$ cat src/rtl/burst_col_pkg.sv
`timescale 1ns/1ps
package burst_col_pkg;

    localparam int PAGE_MIN_BITS = 8;
    localparam int COL_MAX       = PAGE_MIN_BITS + 2;
    localparam int LEN_W         = 3;
    localparam int DEVW_W        = 2;

    typedef enum logic [LEN_W-1:0] {
        LEN_1    = 3'd0,
        LEN_2    = 3'd1,
        LEN_4    = 3'd2,
        LEN_8    = 3'd3,
        LEN_PAGE = 3'd7
    } len_e;

    typedef enum logic {
        ORD_COUNT = 1'b0,
        ORD_FLIP  = 1'b1
    } order_e;

    typedef struct packed {
        logic [COL_MAX-1:0] blk_mask;
        logic [COL_MAX-1:0] page_mask;
        logic               page_run;
        logic               bad;
    } burst_mode_t;

    function automatic logic [COL_MAX-1:0] page_mask_f(input logic [DEVW_W-1:0] w);
        logic [COL_MAX-1:0] m;
        m = '0;
        for (int b = 0; b < COL_MAX; b++) begin
            if (b < PAGE_MIN_BITS + int'(w)) m[b] = 1'b1;
        end
        return m;
    endfunction

endpackage

$ cat src/rtl/burst_mode_decode.sv
`timescale 1ns/1ps
module burst_mode_decode
    import burst_col_pkg::*;
(
    input  logic [LEN_W-1:0]  len_code,
    input  logic              ord_sel,
    input  logic [DEVW_W-1:0] dev_width,
    output burst_mode_t       mode
);
    localparam logic [DEVW_W-1:0] DEVW_RSVD = '1;

    always_comb begin
        mode           = '0;
        mode.page_mask = page_mask_f(dev_width);
        mode.bad       = (dev_width == DEVW_RSVD);
        case (len_e'(len_code))
            LEN_1:    mode.blk_mask = COL_MAX'(0);
            LEN_2:    mode.blk_mask = COL_MAX'(1);
            LEN_4:    mode.blk_mask = COL_MAX'(3);
            LEN_8:    mode.blk_mask = COL_MAX'(7);
            LEN_PAGE: begin
                mode.blk_mask = mode.page_mask;
                mode.page_run = 1'b1;
                if (order_e'(ord_sel) == ORD_FLIP) mode.bad = 1'b1;
            end
            default:  mode.bad = 1'b1;
        endcase
    end
endmodule

$ cat src/rtl/burst_addr_map.sv
`timescale 1ns/1ps
module burst_addr_map
    import burst_col_pkg::*;
(
    input  logic [COL_MAX-1:0] base_col,
    input  logic [COL_MAX-1:0] beat_idx,
    input  logic               ord_sel,
    input  burst_mode_t        mode,
    output logic [COL_MAX-1:0] addr
);
    logic [COL_MAX-1:0] moved;

    always_comb begin
        if (order_e'(ord_sel) == ORD_FLIP) moved = base_col ^ beat_idx;
        else                               moved = base_col + beat_idx;
    end

    for (genvar b = 0; b < COL_MAX; b++) begin : g_bit
        assign addr[b] = mode.page_mask[b] &
                         (mode.blk_mask[b] ? moved[b] : base_col[b]);
    end
endmodule

$ cat src/rtl/burst_beat_ctrl.sv
`timescale 1ns/1ps
module burst_beat_ctrl
    import burst_col_pkg::*;
(
    input  logic               clk,
    input  logic               rst,
    input  logic               start,
    input  logic [COL_MAX-1:0] start_col,
    input  logic               ord_in,
    input  burst_mode_t        mode_in,
    input  logic               stop,
    output logic               active,
    output logic               at_last,
    output logic               unsup,
    output logic [COL_MAX-1:0] base_col,
    output logic [COL_MAX-1:0] beat_idx,
    output logic               ord_q,
    output burst_mode_t        mode_q
);
    assign at_last = !mode_q.page_run && (beat_idx == mode_q.blk_mask);

    always_ff @(posedge clk) begin
        if (rst) begin
            active   <= 1'b0;
            unsup    <= 1'b0;
            base_col <= '0;
            beat_idx <= '0;
            ord_q    <= 1'b0;
            mode_q   <= '0;
        end else if (start) begin
            base_col <= start_col;
            beat_idx <= '0;
            ord_q    <= ord_in;
            mode_q   <= mode_in;
            active   <= !mode_in.bad;
            unsup    <= mode_in.bad;
        end else if (active) begin
            if (stop || at_last) active <= 1'b0;
            else                 beat_idx <= beat_idx + 1'b1;
        end
    end
endmodule

$ cat src/rtl/burst_col_gen.sv
`timescale 1ns/1ps
module burst_col_gen
    import burst_col_pkg::*;
#(
    parameter int COL_W = COL_MAX
) (
    input  logic              clk,
    input  logic              rst,
    input  logic              start,
    input  logic [COL_W-1:0]  start_col,
    input  logic [LEN_W-1:0]  len_code,
    input  logic              ord_sel,
    input  logic [DEVW_W-1:0] dev_width,
    input  logic              stop,
    output logic              col_valid,
    output logic [COL_W-1:0]  col_addr,
    output logic              col_last,
    output logic              unsupported
);
    burst_mode_t        mode_d, mode_q;
    logic               active, at_last, ord_q;
    logic [COL_MAX-1:0] base_col, beat_idx, mapped;

    burst_mode_decode u_dec (
        .len_code (len_code),
        .ord_sel  (ord_sel),
        .dev_width(dev_width),
        .mode     (mode_d)
    );

    burst_beat_ctrl u_ctrl (
        .clk      (clk),
        .rst      (rst),
        .start    (start),
        .start_col(COL_MAX'(start_col)),
        .ord_in   (ord_sel),
        .mode_in  (mode_d),
        .stop     (stop),
        .active   (active),
        .at_last  (at_last),
        .unsup    (unsupported),
        .base_col (base_col),
        .beat_idx (beat_idx),
        .ord_q    (ord_q),
        .mode_q   (mode_q)
    );

    burst_addr_map u_map (
        .base_col(base_col),
        .beat_idx(beat_idx),
        .ord_sel (ord_q),
        .mode    (mode_q),
        .addr    (mapped)
    );

    assign col_valid = active;
    assign col_last  = active & at_last;
    assign col_addr  = active ? COL_W'(mapped) : '0;
endmodule

$ cat config.mk
export PLATFORM = sky130hd
export DESIGN_NAME = burst_col_gen
export DESIGN_NICKNAME = d
export VERILOG_FILES = /design/src/rtl/burst_col_pkg.sv /design/src/rtl/burst_mode_decode.sv /design/src/rtl/burst_addr_map.sv /design/src/rtl/burst_beat_ctrl.sv /design/src/rtl/burst_col_gen.sv
export SDC_FILE = /design/constraint.sdc
export NUM_CORES = 1
export LEC_CHECK = 0
export BUFFER_PORTS_ARGS = -buffer_cell sky130_fd_sc_hd__buf_2
export CAP_MARGIN = 15
export CORE_MARGIN = 3
export CORE_UTILIZATION = 60
export CTS_CLUSTER_DIAMETER = 40
export DETAILED_ROUTE_END_ITERATION = 16
export PLACE_DENSITY = 0.9
export SLEW_MARGIN = 20
export SYNTH_ARGS = -nofsm -noshare
export SYNTH_HDL_FRONTEND = slang
export SYNTH_SLANG_ARGS = --single-unit
$ cat constraint.sdc
create_clock -name clk -period 3.5 [get_ports clk]
set_input_delay 0.35 -clock clk [delete_from_list [all_inputs] [get_ports clk]]
set_output_delay 0.35 -clock clk [all_outputs]
set_load 0.005 [all_outputs]
Word-level counts from Yosys, hierarchy flattened. Index checks and enable logic that the tools add are counted.

Add/subtract/negate cells: 3. Magnitude comparators: 10. Equal/unequal tests: 6. Mux-type cells: 29. Bitwise operators: 13. Reduce and logical (&&, ||, !) cells: 8.

Operator list (count): 4-bit by 32-bit less-than comparator with 1-bit output (first input constant) (4); 3-bit by 32-bit less-than comparator with 1-bit output (first input constant) (2); 5-bit by 32-bit less-than comparator with 1-bit output (first input constant) (2); 10-bit case mux with 4 select lines (1); 2-bit by 32-bit less-than comparator with 1-bit output (first input constant) (1); 1-bit 2-to-1 mux (25); 10-bit 2-to-1 mux (2); 1-bit bitwise AND (11); 10-bit by 1-bit adder with 10-bit output (second input constant) (1); 10-bit adder (1); 10-bit == test (1); 10-bit XOR (1); 3-bit by 2-bit == test with 1-bit output (second input constant) (2); 4-bit by 2-bit adder with 5-bit output (first input constant) (1); 1-bit by 5-bit less-than comparator with 1-bit output (first input constant) (1); 4-bit OR reduction (1); 3-bit by 1-bit == test with 1-bit output (second input constant) (1); 3-bit == test (second input constant) (1); 3-bit zero test (1); 2-bit == test (second input constant) (1); 1-bit zero test (2); 1-bit case mux with 2 select lines (1); 2-bit AND reduction (1); 2-bit OR reduction (1); other kinds (3) (3).

Register bits after elaboration: 44. Output and inout port bits: 13. Logic and storage cells: 77.

Longest topological paths before layout.
Word-level depth: 6. Depth in mapped cells: 9. Mapped depth without buffers: 9.

Hierarchy. From an unflattened synthesis, not the netlist that was laid out.

Cells, all modules: 308. Area, all modules: 2746.4 µm².

By module, submodules not included: burst_beat_ctrl (instances 1, cells each 191, area an instance 1911.8 µm²); burst_addr_map (instances 1, cells each 80, area an instance 573.0 µm²); burst_mode_decode (instances 1, cells each 25, area an instance 181.4 µm²); burst_col_gen (instances 1, cells each 12, area an instance 80.1 µm²).

Least setup slack after synthesis. OpenSTA, ideal clock, no wires.

Kind: reg2out. From: register u_ctrl.beat_idx[0]. To: output port col_addr[6]. Arrival: 1.891 ns. Data required time: 3.150 ns. Slack: 1.259 ns. Cell stages (with the launch flop): 10. Cell sequence: dfxtp_1 -> ha_1 -> inv_1 -> fa_1 -> nand2b_1 -> a21oi_1 -> o21ai_1 -> a21oi_1 -> xnor2_1 -> a211oi_1.

Cells in the longest elaborated chain, start to end: 5.

RTL lines: start, declared (line burst_beat_ctrl.sv:16) `output logic [COL_MAX-1:0] beat_idx,`; start signal, assigned (line burst_beat_ctrl.sv:39) `else beat_idx <= beat_idx + 1'b1;`; 10-bit adder (line burst_addr_map.sv:15) `else moved = base_col + beat_idx;`; 10-bit 2-to-1 mux (line burst_addr_map.sv:14) `if (order_e'(ord_sel) == ORD_FLIP) moved = base_col ^ beat_idx;`; 1-bit 2-to-1 mux (line burst_addr_map.sv:20) `(mode.blk_mask[b] ? moved[b] : base_col[b]);`; 1-bit bitwise AND (line burst_addr_map.sv:19) `assign addr[b] = mode.page_mask[b] &`; 10-bit 2-to-1 mux (line burst_col_gen.sv:58) `assign col_addr = active ? COL_W'(mapped) : '0;`; end, declared (line burst_col_gen.sv:16) `output logic [COL_W-1:0] col_addr,`.

Every way passes these cells.

Worst setup path in the final report. Same ends and word-level chain as after synthesis.

==> impl_metrics.toml <==
[run_status]
status = "finished clean"

[final_layout]
drive_above_1_share_pct = 16.8
fill_cells = 280
layout_common_cells = "nor2_1, buf_2, dfxtp_1"
multi_input_area_mm2 = 0.00121
layout_commonest_cell = "nor2_1"
antenna_cells = 0
final_nets = 303
area_delta_synth_final_pct = 13.2
register_area_um2 = 641

[clocking]
clock-root-buffer = "clkbuf_4"
cts_tree = "done"
h-tree-depth = 2
clkLatencyLatePin_ns = 0.34
cts_resized = 0
clkSinkCount = 32
clkTransAtPathRegs_ns = 0.11
cts-hold-fix-buffers = 0
cts_buffer_depth = 2
cts_buffers = 5
cts_setup_buffers = 0

[synth]
ys_warn_count = 0
synthArstFlopShare_pct = 0
syn-num-nets = 272
seq_area_frac_synth_pct = 32.9
synth_seq_cells = 32
ys_types = 42
synth-main-ff-cell = "dfxtp_1"
syn_area_per_cell_um2 = 8.07
synth_area_mm2 = 0.00195
synth_cells = 241
synth_edf_count = 0

[timing]
max_freq_ghz = 0.334
period_needed_ns = 3.00
hold_viol = 0
slew_violations = 0
finalSetupTns_ns = 0
rsz0062_at_grt = "no"
finalHoldWorstSlack_ns = 0.237
worst_slew_pin_slew_ns = 0.671
post-route-period-util_pct = 85.6
setup_violations = 0
timing.slew.headroom_pct = 55.2
clock_skew_ns = 0.00438

[floorplanning]
die_w_um = 62.9
die_y_um = 62.9
core_area_mm2 = 0.00308
initial_core_util_pct = 63.2
pin_count = 33
die_area_mm2 = 0.00396
row_count = 20

[power_and_ir_drop]
p_sw_w = 0.000201
comb_power_share_pct = 11.0
power_frac_seq_pct = 51.5
intPower_w = 0.000564
clkPwrFrac_pct = 37.6
swShare_pct = 26.2
peakVddDrop_uv = 417
pwr_density_cell_mw_per_mm2 = 347
power_leakage_nw = 0.919

[routing]
ant_nets = 0
wl_um = 4600
via_count = 1825
wl_per_cell_um = 14.5
vias_per_cell = 5.76
drt_iter0_drc = 105
drtPass1Iterations = 4
drcViolationCount = 0

[setup_path]
cp.arrival_ns = 2.65
start_kind = "flip-flop"
crit_type = "flip-flop to output pin"
required_ns = 3.15
endpoint_kind = "output pin"
crit_fanout = 5

[global_route]
grt_usage_pct = 24.9
grt_antenna_before_repair = 0
grt_pass1_wl_um = 7870
overflow = 0
grt_pass1_vias = 1746
grt_max_degree = 32

[place]
portBuffers = 32
hpwl_um = 3300
routabilityCongestion = 0.905

[worst_hold_path]
hold_path.class = "input pin to flip-flop"

[run]
maxCapViolations = 0
## power by group through the flow
stage / Combinational, W / Clock [W] / Sequential [W]
3_5_place_dp: 0.0000832 / 0 / 0.000402
3_3_place_gp: 0.0000803 / 0 / 0.000401
6_report: 0.0000838 / 0.000287 / 0.000394
4_1_cts: 0.0000838 / 0.000290 / 0.000393
5_1_grt: 0.0000946 / 0.000306 / 0.000396
2_1_floorplan: 0.0000599 / 0 / 0.000396
## kinds of logic after synthesis
family	Yosys count	share of synthesized area, %
flops	32	32.9
xor+xnor	13	5.85
compound gates	55	18.2
mux	16	8.23
simple gates	92	22.7
fa+ha+maj	11	7.46
buf+inv	22	4.63
## per-layer routing
metal	vias to the layer above	share of wire [%]	global-route usage [%]
li1	921	-	-
met2	47	49	41.1
met3	7	5.3	5.76
met5	-	0	0
met4	0	1.2	8.54
met1	850	44	31.6
## state kept, by name, indices dropped and copies added, names as in the netlist
| name | flops |
|---|---|
| u_ctrl.mode_q | 9 |
| u_ctrl.unsup | 1 |
| u_ctrl.beat_idx | 10 |
| u_ctrl.active | 1 |
| u_ctrl.ord_q | 1 |
| u_ctrl.base_col | 10 |
## final cells by class
class,count,area share [%]
clock inverter,3,1.93
clock buffer,5,1.70
inverter,14,2.39
tap,44,2.50
timing repair buffer,32,7.27
sequential,32,29.1
multi-input combinational,187,55.1
## final timing paths
kind	startpoint	end	slack (ns)	cells past startpoint
worst min register to register	u_ctrl.mode_q[9]	u_ctrl.mode_q[9]	0.49	2
worst max register to register	u_ctrl.mode_q[1]	u_ctrl.active	1.57	6
worst min-delay path	start_col[7]	u_ctrl.base_col[7]	0.24	3
worst max-delay path	u_ctrl.beat_idx[0]	col_addr[6]	0.50	10
## synth_stat cells (all sizes together) (6+ instances only)
cell type | instances | area [um2]
dfxtp | 32 | 641
nand3 | 7 | 35.0
nand2 | 13 | 48.8
or3 | 6 | 37.5
o21ai | 13 | 65.1
clkbuf | 6 | 22.5
xor2 | 8 | 70.1
mux2i | 16 | 160
a21oi | 16 | 80.1
inv | 14 | 52.6
ha | 10 | 125
nand2b | 6 | 37.5
nor2 | 41 | 154
## metrics by stage
step	utilization [%]	power (W)	instances	worst slack (ns)	instance area (um2)
after detailed placement	69.0	0.000485	309	0.973	2120
after global placement	69.0	0.000481	309	1.07	2120
final	71.6	0.000765	317	0.504	2200
after global routing	71.6	0.000796	317	0.355	2200
after floorplan	-	0.000456	241	1.26	1950
after CTS	71.6	0.000767	317	0.521	2200
## critical path: stages, from the launching register on
cell and delay, ns:
dfxtp_1 0.45, ha_1 0.21, inv_1 0.06, fa_1 0.39
nand2b_1 0.18, a21oi_1 0.24, o21ai_1 0.11, a21oi_1 0.20
xnor2_1 0.09, a211oi_1 0.22, buf_2 0.15
(Power assumes the default switching activity.)
